`src/rtl/steer_pkg.sv`:
```
package steer_pkg;
  parameter int NUM_SLOTS = 3;
  parameter int GEN_UOPS  = 4;
  parameter int CNT_W     = 4;
  parameter int TAG_W     = 6;

  localparam int LANES     = GEN_UOPS + NUM_SLOTS - 1;
  localparam int GEN_CNT_W = $clog2(GEN_UOPS + 1);
  localparam int TAKE_W    = $clog2(NUM_SLOTS + 1);
  localparam int UCNT_W    = $clog2(LANES + 1);

  typedef struct packed {
    logic [CNT_W-1:0]     genBase;
    logic [GEN_CNT_W-1:0] genCnt;
    logic [NUM_SLOTS-1:0] slotTake;
    logic [TAKE_W-1:0]    takeCount;
  } steer_strobe_t;
endpackage

```
`src/rtl/steer_ctrl.sv`:
```
module steer_ctrl
  import steer_pkg::*;
(
  input  logic                            clk,
  input  logic                            rst,
  input  logic                            flush,
  input  logic                            outReady,
  input  logic [NUM_SLOTS-1:0]            instValid,
  input  logic [NUM_SLOTS-1:0][CNT_W-1:0] instUops,
  output steer_strobe_t                   strobe,
  output logic                            seqBusy
);
  localparam logic [CNT_W-1:0] GEN_LIMIT = CNT_W'(GEN_UOPS);

  logic                 busyQ;
  logic [CNT_W-1:0]     idxQ;
  logic [CNT_W-1:0]     remain;
  logic                 lastChunk, longHead, blocked, fire;
  logic [GEN_CNT_W-1:0] genCnt;
  logic [CNT_W-1:0]     genBase;
  logic [NUM_SLOTS-1:0] slotTake;
  logic [TAKE_W-1:0]    takeAll;

  assign remain    = instUops[0] - idxQ;
  assign lastChunk = remain <= GEN_LIMIT;
  assign longHead  = instValid[0] && (instUops[0] > GEN_LIMIT);
  assign blocked   = rst || flush;

  // steering decision for this cycle
  always_comb begin
    slotTake = '0;
    genCnt   = '0;
    genBase  = '0;
    takeAll  = '0;
    if (!blocked) begin
      if (busyQ) begin
        genBase = idxQ;
        genCnt  = lastChunk ? GEN_CNT_W'(remain) : GEN_CNT_W'(GEN_UOPS);
        takeAll = lastChunk ? TAKE_W'(1) : '0;
      end else if (longHead) begin
        genCnt = GEN_CNT_W'(GEN_UOPS);
      end else if (instValid[0]) begin
        genCnt      = GEN_CNT_W'(instUops[0]);
        slotTake[0] = 1'b1;
        for (int s = 1; s < NUM_SLOTS; s++) begin
          slotTake[s] = slotTake[s-1] && instValid[s] && (instUops[s] == CNT_W'(1));
        end
        takeAll = TAKE_W'($countones(slotTake));
      end
    end
  end

  assign fire = (genCnt != '0) && outReady;

  always_comb begin
    strobe.genBase   = genBase;
    strobe.genCnt    = genCnt;
    strobe.slotTake  = slotTake;
    strobe.takeCount = fire ? takeAll : '0;
  end

  assign seqBusy = busyQ && !blocked;

  always_ff @(posedge clk) begin
    if (blocked) begin
      busyQ <= 1'b0;
      idxQ  <= '0;
    end else if (fire) begin
      if (busyQ) begin
        if (lastChunk) begin
          busyQ <= 1'b0;
          idxQ  <= '0;
        end else begin
          idxQ <= idxQ + GEN_LIMIT;
        end
      end else if (longHead) begin
        busyQ <= 1'b1;
        idxQ  <= GEN_LIMIT;
      end
    end
  end

  assert_flush_clears_R1: assert property (@(posedge clk) disable iff (rst)
    flush |=> (!busyQ && idxQ == '0));

  assert_stall_holds_R7: assert property (@(posedge clk) disable iff (rst)
    (genCnt != '0 && !outReady && !flush) |=> ($stable(busyQ) && $stable(idxQ)));

  assert_long_start_R5: assert property (@(posedge clk) disable iff (rst)
    (fire && !busyQ && longHead) |=> (busyQ && idxQ == GEN_LIMIT));

  // input assumption: head held in place while the sequencer runs
  assert_seq_source_R6: assert property (@(posedge clk) disable iff (rst)
    (busyQ && !flush) |-> (instValid[0] && instUops[0] > idxQ));
endmodule

```
`src/rtl/steer_datapath.sv`:
```
module steer_datapath
  import steer_pkg::*;
(
  input  logic                            clk,
  input  logic                            rst,
  input  steer_strobe_t                   strobe,
  input  logic [NUM_SLOTS-1:0]            instValid,
  input  logic [NUM_SLOTS-1:0][TAG_W-1:0] instTag,
  input  logic [NUM_SLOTS-1:0][CNT_W-1:0] instUops,
  output logic                            outValid,
  output logic [LANES-1:0]                uopValid,
  output logic [LANES-1:0][TAG_W-1:0]     uopTag,
  output logic [LANES-1:0][CNT_W-1:0]     uopIdx,
  output logic [NUM_SLOTS-1:0]            slotUsed,
  output logic [UCNT_W-1:0]               uopCount,
  output logic [TAKE_W-1:0]               takeCount
);
  // general slot lanes
  for (genvar g = 0; g < GEN_UOPS; g++) begin : genLane
    assign uopValid[g] = GEN_CNT_W'(g) < strobe.genCnt;
    assign uopTag[g]   = uopValid[g] ? instTag[0] : '0;
    assign uopIdx[g]   = uopValid[g] ? (strobe.genBase + CNT_W'(g)) : '0;
    if (g > 0) begin : packedChk
      assert_lanes_packed_R2: assert property (@(posedge clk) disable iff (rst)
        uopValid[g] |-> uopValid[g-1]);
    end
  end

  // simple slot lanes
  for (genvar s = 1; s < NUM_SLOTS; s++) begin : simpleLane
    localparam int L = GEN_UOPS + s - 1;
    assign uopValid[L] = strobe.slotTake[s];
    assign uopTag[L]   = strobe.slotTake[s] ? instTag[s] : '0;
    assign uopIdx[L]   = '0;
    assign slotUsed[s] = strobe.slotTake[s];
    assert_simple_single_R3: assert property (@(posedge clk) disable iff (rst)
      uopValid[L] |-> (instValid[s] && instUops[s] == CNT_W'(1) && uopValid[0]));
  end

  assign slotUsed[0] = strobe.genCnt != '0;

  always_comb begin
    uopCount = '0;
    for (int l = 0; l < LANES; l++) begin
      uopCount = uopCount + UCNT_W'(uopValid[l]);
    end
  end

  assign outValid  = |uopValid;
  assign takeCount = strobe.takeCount;

  assert_lane_count_R9: assert property (@(posedge clk) disable iff (rst)
    uopCount == UCNT_W'($countones(uopValid)));

  assert_take_needs_output_R8: assert property (@(posedge clk) disable iff (rst)
    (takeCount != '0) |-> outValid);

  // input assumption: valid entries carry a nonzero count
  for (genvar e = 0; e < NUM_SLOTS; e++) begin : cntChk
    assert_count_nonzero_R2: assert property (@(posedge clk) disable iff (rst)
      instValid[e] |-> (instUops[e] != '0));
  end
endmodule

```
`src/rtl/decode_steer_unit.sv`:
```
module decode_steer_unit
  import steer_pkg::*;
(
  input  logic                            clk,
  input  logic                            rst,
  input  logic                            flush,
  input  logic [NUM_SLOTS-1:0]            instValid,
  input  logic [NUM_SLOTS-1:0][TAG_W-1:0] instTag,
  input  logic [NUM_SLOTS-1:0][CNT_W-1:0] instUops,
  input  logic                            outReady,
  output logic                            outValid,
  output logic [LANES-1:0]                uopValid,
  output logic [LANES-1:0][TAG_W-1:0]     uopTag,
  output logic [LANES-1:0][CNT_W-1:0]     uopIdx,
  output logic [NUM_SLOTS-1:0]            slotUsed,
  output logic [UCNT_W-1:0]               uopCount,
  output logic [TAKE_W-1:0]               takeCount,
  output logic                            seqBusy
);
  steer_strobe_t strobe;

  steer_ctrl ctrl (
    .clk(clk), .rst(rst), .flush(flush), .outReady(outReady),
    .instValid(instValid), .instUops(instUops),
    .strobe(strobe), .seqBusy(seqBusy)
  );

  steer_datapath dp (
    .clk(clk), .rst(rst), .strobe(strobe),
    .instValid(instValid), .instTag(instTag), .instUops(instUops),
    .outValid(outValid), .uopValid(uopValid), .uopTag(uopTag), .uopIdx(uopIdx),
    .slotUsed(slotUsed), .uopCount(uopCount), .takeCount(takeCount)
  );
endmodule

```
`config.mk`:
```
export PLATFORM = sky130hd
export DESIGN_NAME = decode_steer_unit
export DESIGN_NICKNAME = d
export VERILOG_FILES = /design/src/rtl/steer_pkg.sv /design/src/rtl/steer_ctrl.sv /design/src/rtl/steer_datapath.sv /design/src/rtl/decode_steer_unit.sv
export SDC_FILE = /design/constraint.sdc
export NUM_CORES = 1
export LEC_CHECK = 0
export BUFFER_PORTS_ARGS = -buffer_cell sky130_fd_sc_hd__clkbuf_2
export CAP_MARGIN = 40
export CORE_MARGIN = 8
export CORE_UTILIZATION = 38
export DETAILED_ROUTE_END_ITERATION = 12
export PLACE_DENSITY = 0.95
export SKIP_LAST_GASP = 1
export SYNTH_ARGS = -nofsm -noshare
export SYNTH_HDL_FRONTEND = slang
export SYNTH_SLANG_ARGS = --single-unit
```
`constraint.sdc`:
```
create_clock -name clk -period 7.6 [get_ports clk]
set_input_delay 1.14 -clock clk [delete_from_list [all_inputs] [get_ports clk]]
set_output_delay 1.14 -clock clk [all_outputs]
set_load 0.02 [all_outputs]
```
==> metrics.txt <==
post-synth top area share=0.1190; Antenna Nets Post-Route=0; CP max FO=14; core area=2686 um2; DR pass1 iterations=4; # IOs=113; design area=1544 um2; critical path class=in -> out; worst hold margin=0.5296 ns; placed inst area=1518 um2; Worst Tran Pin Value=0.8155 ns; Synth Flop Type=dfxtp_1; Die W=68.59 um; final worst slack=1.967 ns; Longest Clk Path Bufs=2; Final Slew Violations=0; Pwr Density=65.65 nW/um2; pre-CTS setup slack=1.976 ns; initial antenna violation count=0; vias in the first global route=1263; TritonCTS clock tree=built; CTS Buf Count=3; Hold Path Class=reg -> reg; post-synth cell types=38; largest net degree at the start of global routing=15; clock sinks=3; Setup crit start kind=input port; Antenna diodes=0; TNS Setup=0 ns; P&R area growth vs syn=46.90%; Synth Register Bits=3; WP data required=6.46 ns; DRT Wirelength=3.817 mm; Synth area leaders=nor2b_1 (12%), and2_1 (11%), buf_4 (11%), ha_1 (7.1%), dfxtp_1 (5.7%); Inst Count DP=278; Non-Filler Instances=282; Final Net Count=298; die outline height=68.59 um; die area=4705 um2; Final Util=0.5748; via count=1292; Worst EP arrival=4.49 ns; Final Hold Vio Count=0; clk slew on worst S/H paths=0.04 ns; outcome=finished, final reports clean; Slew HR=0.4534; number of enable flip-flop cells after synthesis=0; clk_lat worst skew=0.23 ns; Pwr Total=0.1014 mW; Port Buf Inserts=100; most frequent cells in the layout=clkbuf_2 (100), nor2b_1 (20), and2_1 (19); Total GRT Usage=0.1436; layout cells sized above 1=0.4542; Placer Congestion=0.8394; postcts setup bufs=0; first-pass GRT wire length=5.409 mm; root buf cell=clkbuf_4; MaxCap Viol Count=0; P_leak=0.9095 nW; DP Wirelength=3.421 mm; sequential fraction of the synthesis area=0.05714; post-cts resize count=0; grt ovf=0; cell count after synthesis=151; fin crit share=0.7412; RSZ-0062 raised after global routing=no; Ys Warns=0; filler instances=270; minimum clock period=5.633 ns; IR drop worst, VDD=38.24 uV; FMAX=0.1775 GHz; Starting Density=0.3912; clock skew=0.0001087 ns; total setup violations reported at the end of the flow=0; largest area contributor in the netlist=nor2b_1; DR iter-0 viols=25; H-tree levels=1; row count=19; Residual DRC=0; Worst setup EP type=primary output; mapped cell area=1051 um2; WL per Instance=13.54 um; commonest non-fill, non-tap cell in the layout=clkbuf_2; Avg Inst Size Synth=6.960 um2; cts hold-fix bufs=0; ys async rst share=0; routed vias/inst=4.582
## power by group
group	internal [mW]	leakage, nW	switching, mW
clock network	0.0197	0.0150	0.00887
logic	0.0203	0.870	0.0364
registers	0.0159	0.0242	0.000139
## registers in the layout (all words and copies together) (netlist names)
register,flops
ctrl.busyQ,1
ctrl.idxQ,2
## cell type report
| class | instances | area (um2) | share of cell area |
|---|---|---|---|
| clock buffers | 4 | 26.28 | 0.01702 |
| inverters | 16 | 60.06 | 0.03890 |
| flip-flops and latches | 3 | 60.06 | 0.03890 |
| well taps | 31 | 38.79 | 0.02512 |
| multi-input cells | 127 | 850.8 | 0.5511 |
| repair buffers | 101 | 508.0 | 0.3290 |
## cell usage after synthesis, drive strengths merged (3+ instances only)
cell type / n
nor2b: 20
and2: 19
buf: 19
nor2: 17
inv: 16
nand2: 9
ha: 6
xor2: 5
dfxtp: 3
fa: 3
nor3: 3
o21ai: 3
## kinds of logic after synthesis
group,count (synthesis),synth area share
AND/OR/NAND/NOR,82,0.4464
flip-flops,3,0.05715
other,2,0.007146
buffers and inverters,35,0.1833
AO/OA/AOI/OAI,15,0.1357
adder cells (fa/ha/maj),9,0.1286
XOR/XNOR,5,0.04166
## path summary, 6_finish.rpt
kind	startpoint	end	slack (ns)	depth (start not counted)
max	instUops[2]	uopCount[1]	1.97	12
min	ctrl.idxQ[3]	ctrl.idxQ[3]	0.53	1
max reg2reg	ctrl.idxQ[2]	ctrl.idxQ[2]	4.83	8
min reg2reg	ctrl.idxQ[3]	ctrl.idxQ[3]	0.53	1
## critical path, cell delays in order
cell and delay, ns:
clkbuf_2 0.10, ha_1 0.35, nand2b_1 0.07, a211o_1 0.35, and4_4 0.27, nor2_1 0.54, nand2_1 0.18, fa_1 0.48
fa_1 0.37, inv_1 0.07, fa_1 0.40, clkbuf_2 0.17
## per-layer routing
layer,share of wire,vias up,track usage
met5,0,-,0
met2,0.51,70,0.2741
met1,0.34,565,0.1458
li1,-,653,-
met3,0.14,4,0.03877
met4,0.0068,0,0.04859
No activity file was read; power rests on OpenSTA's default activity.
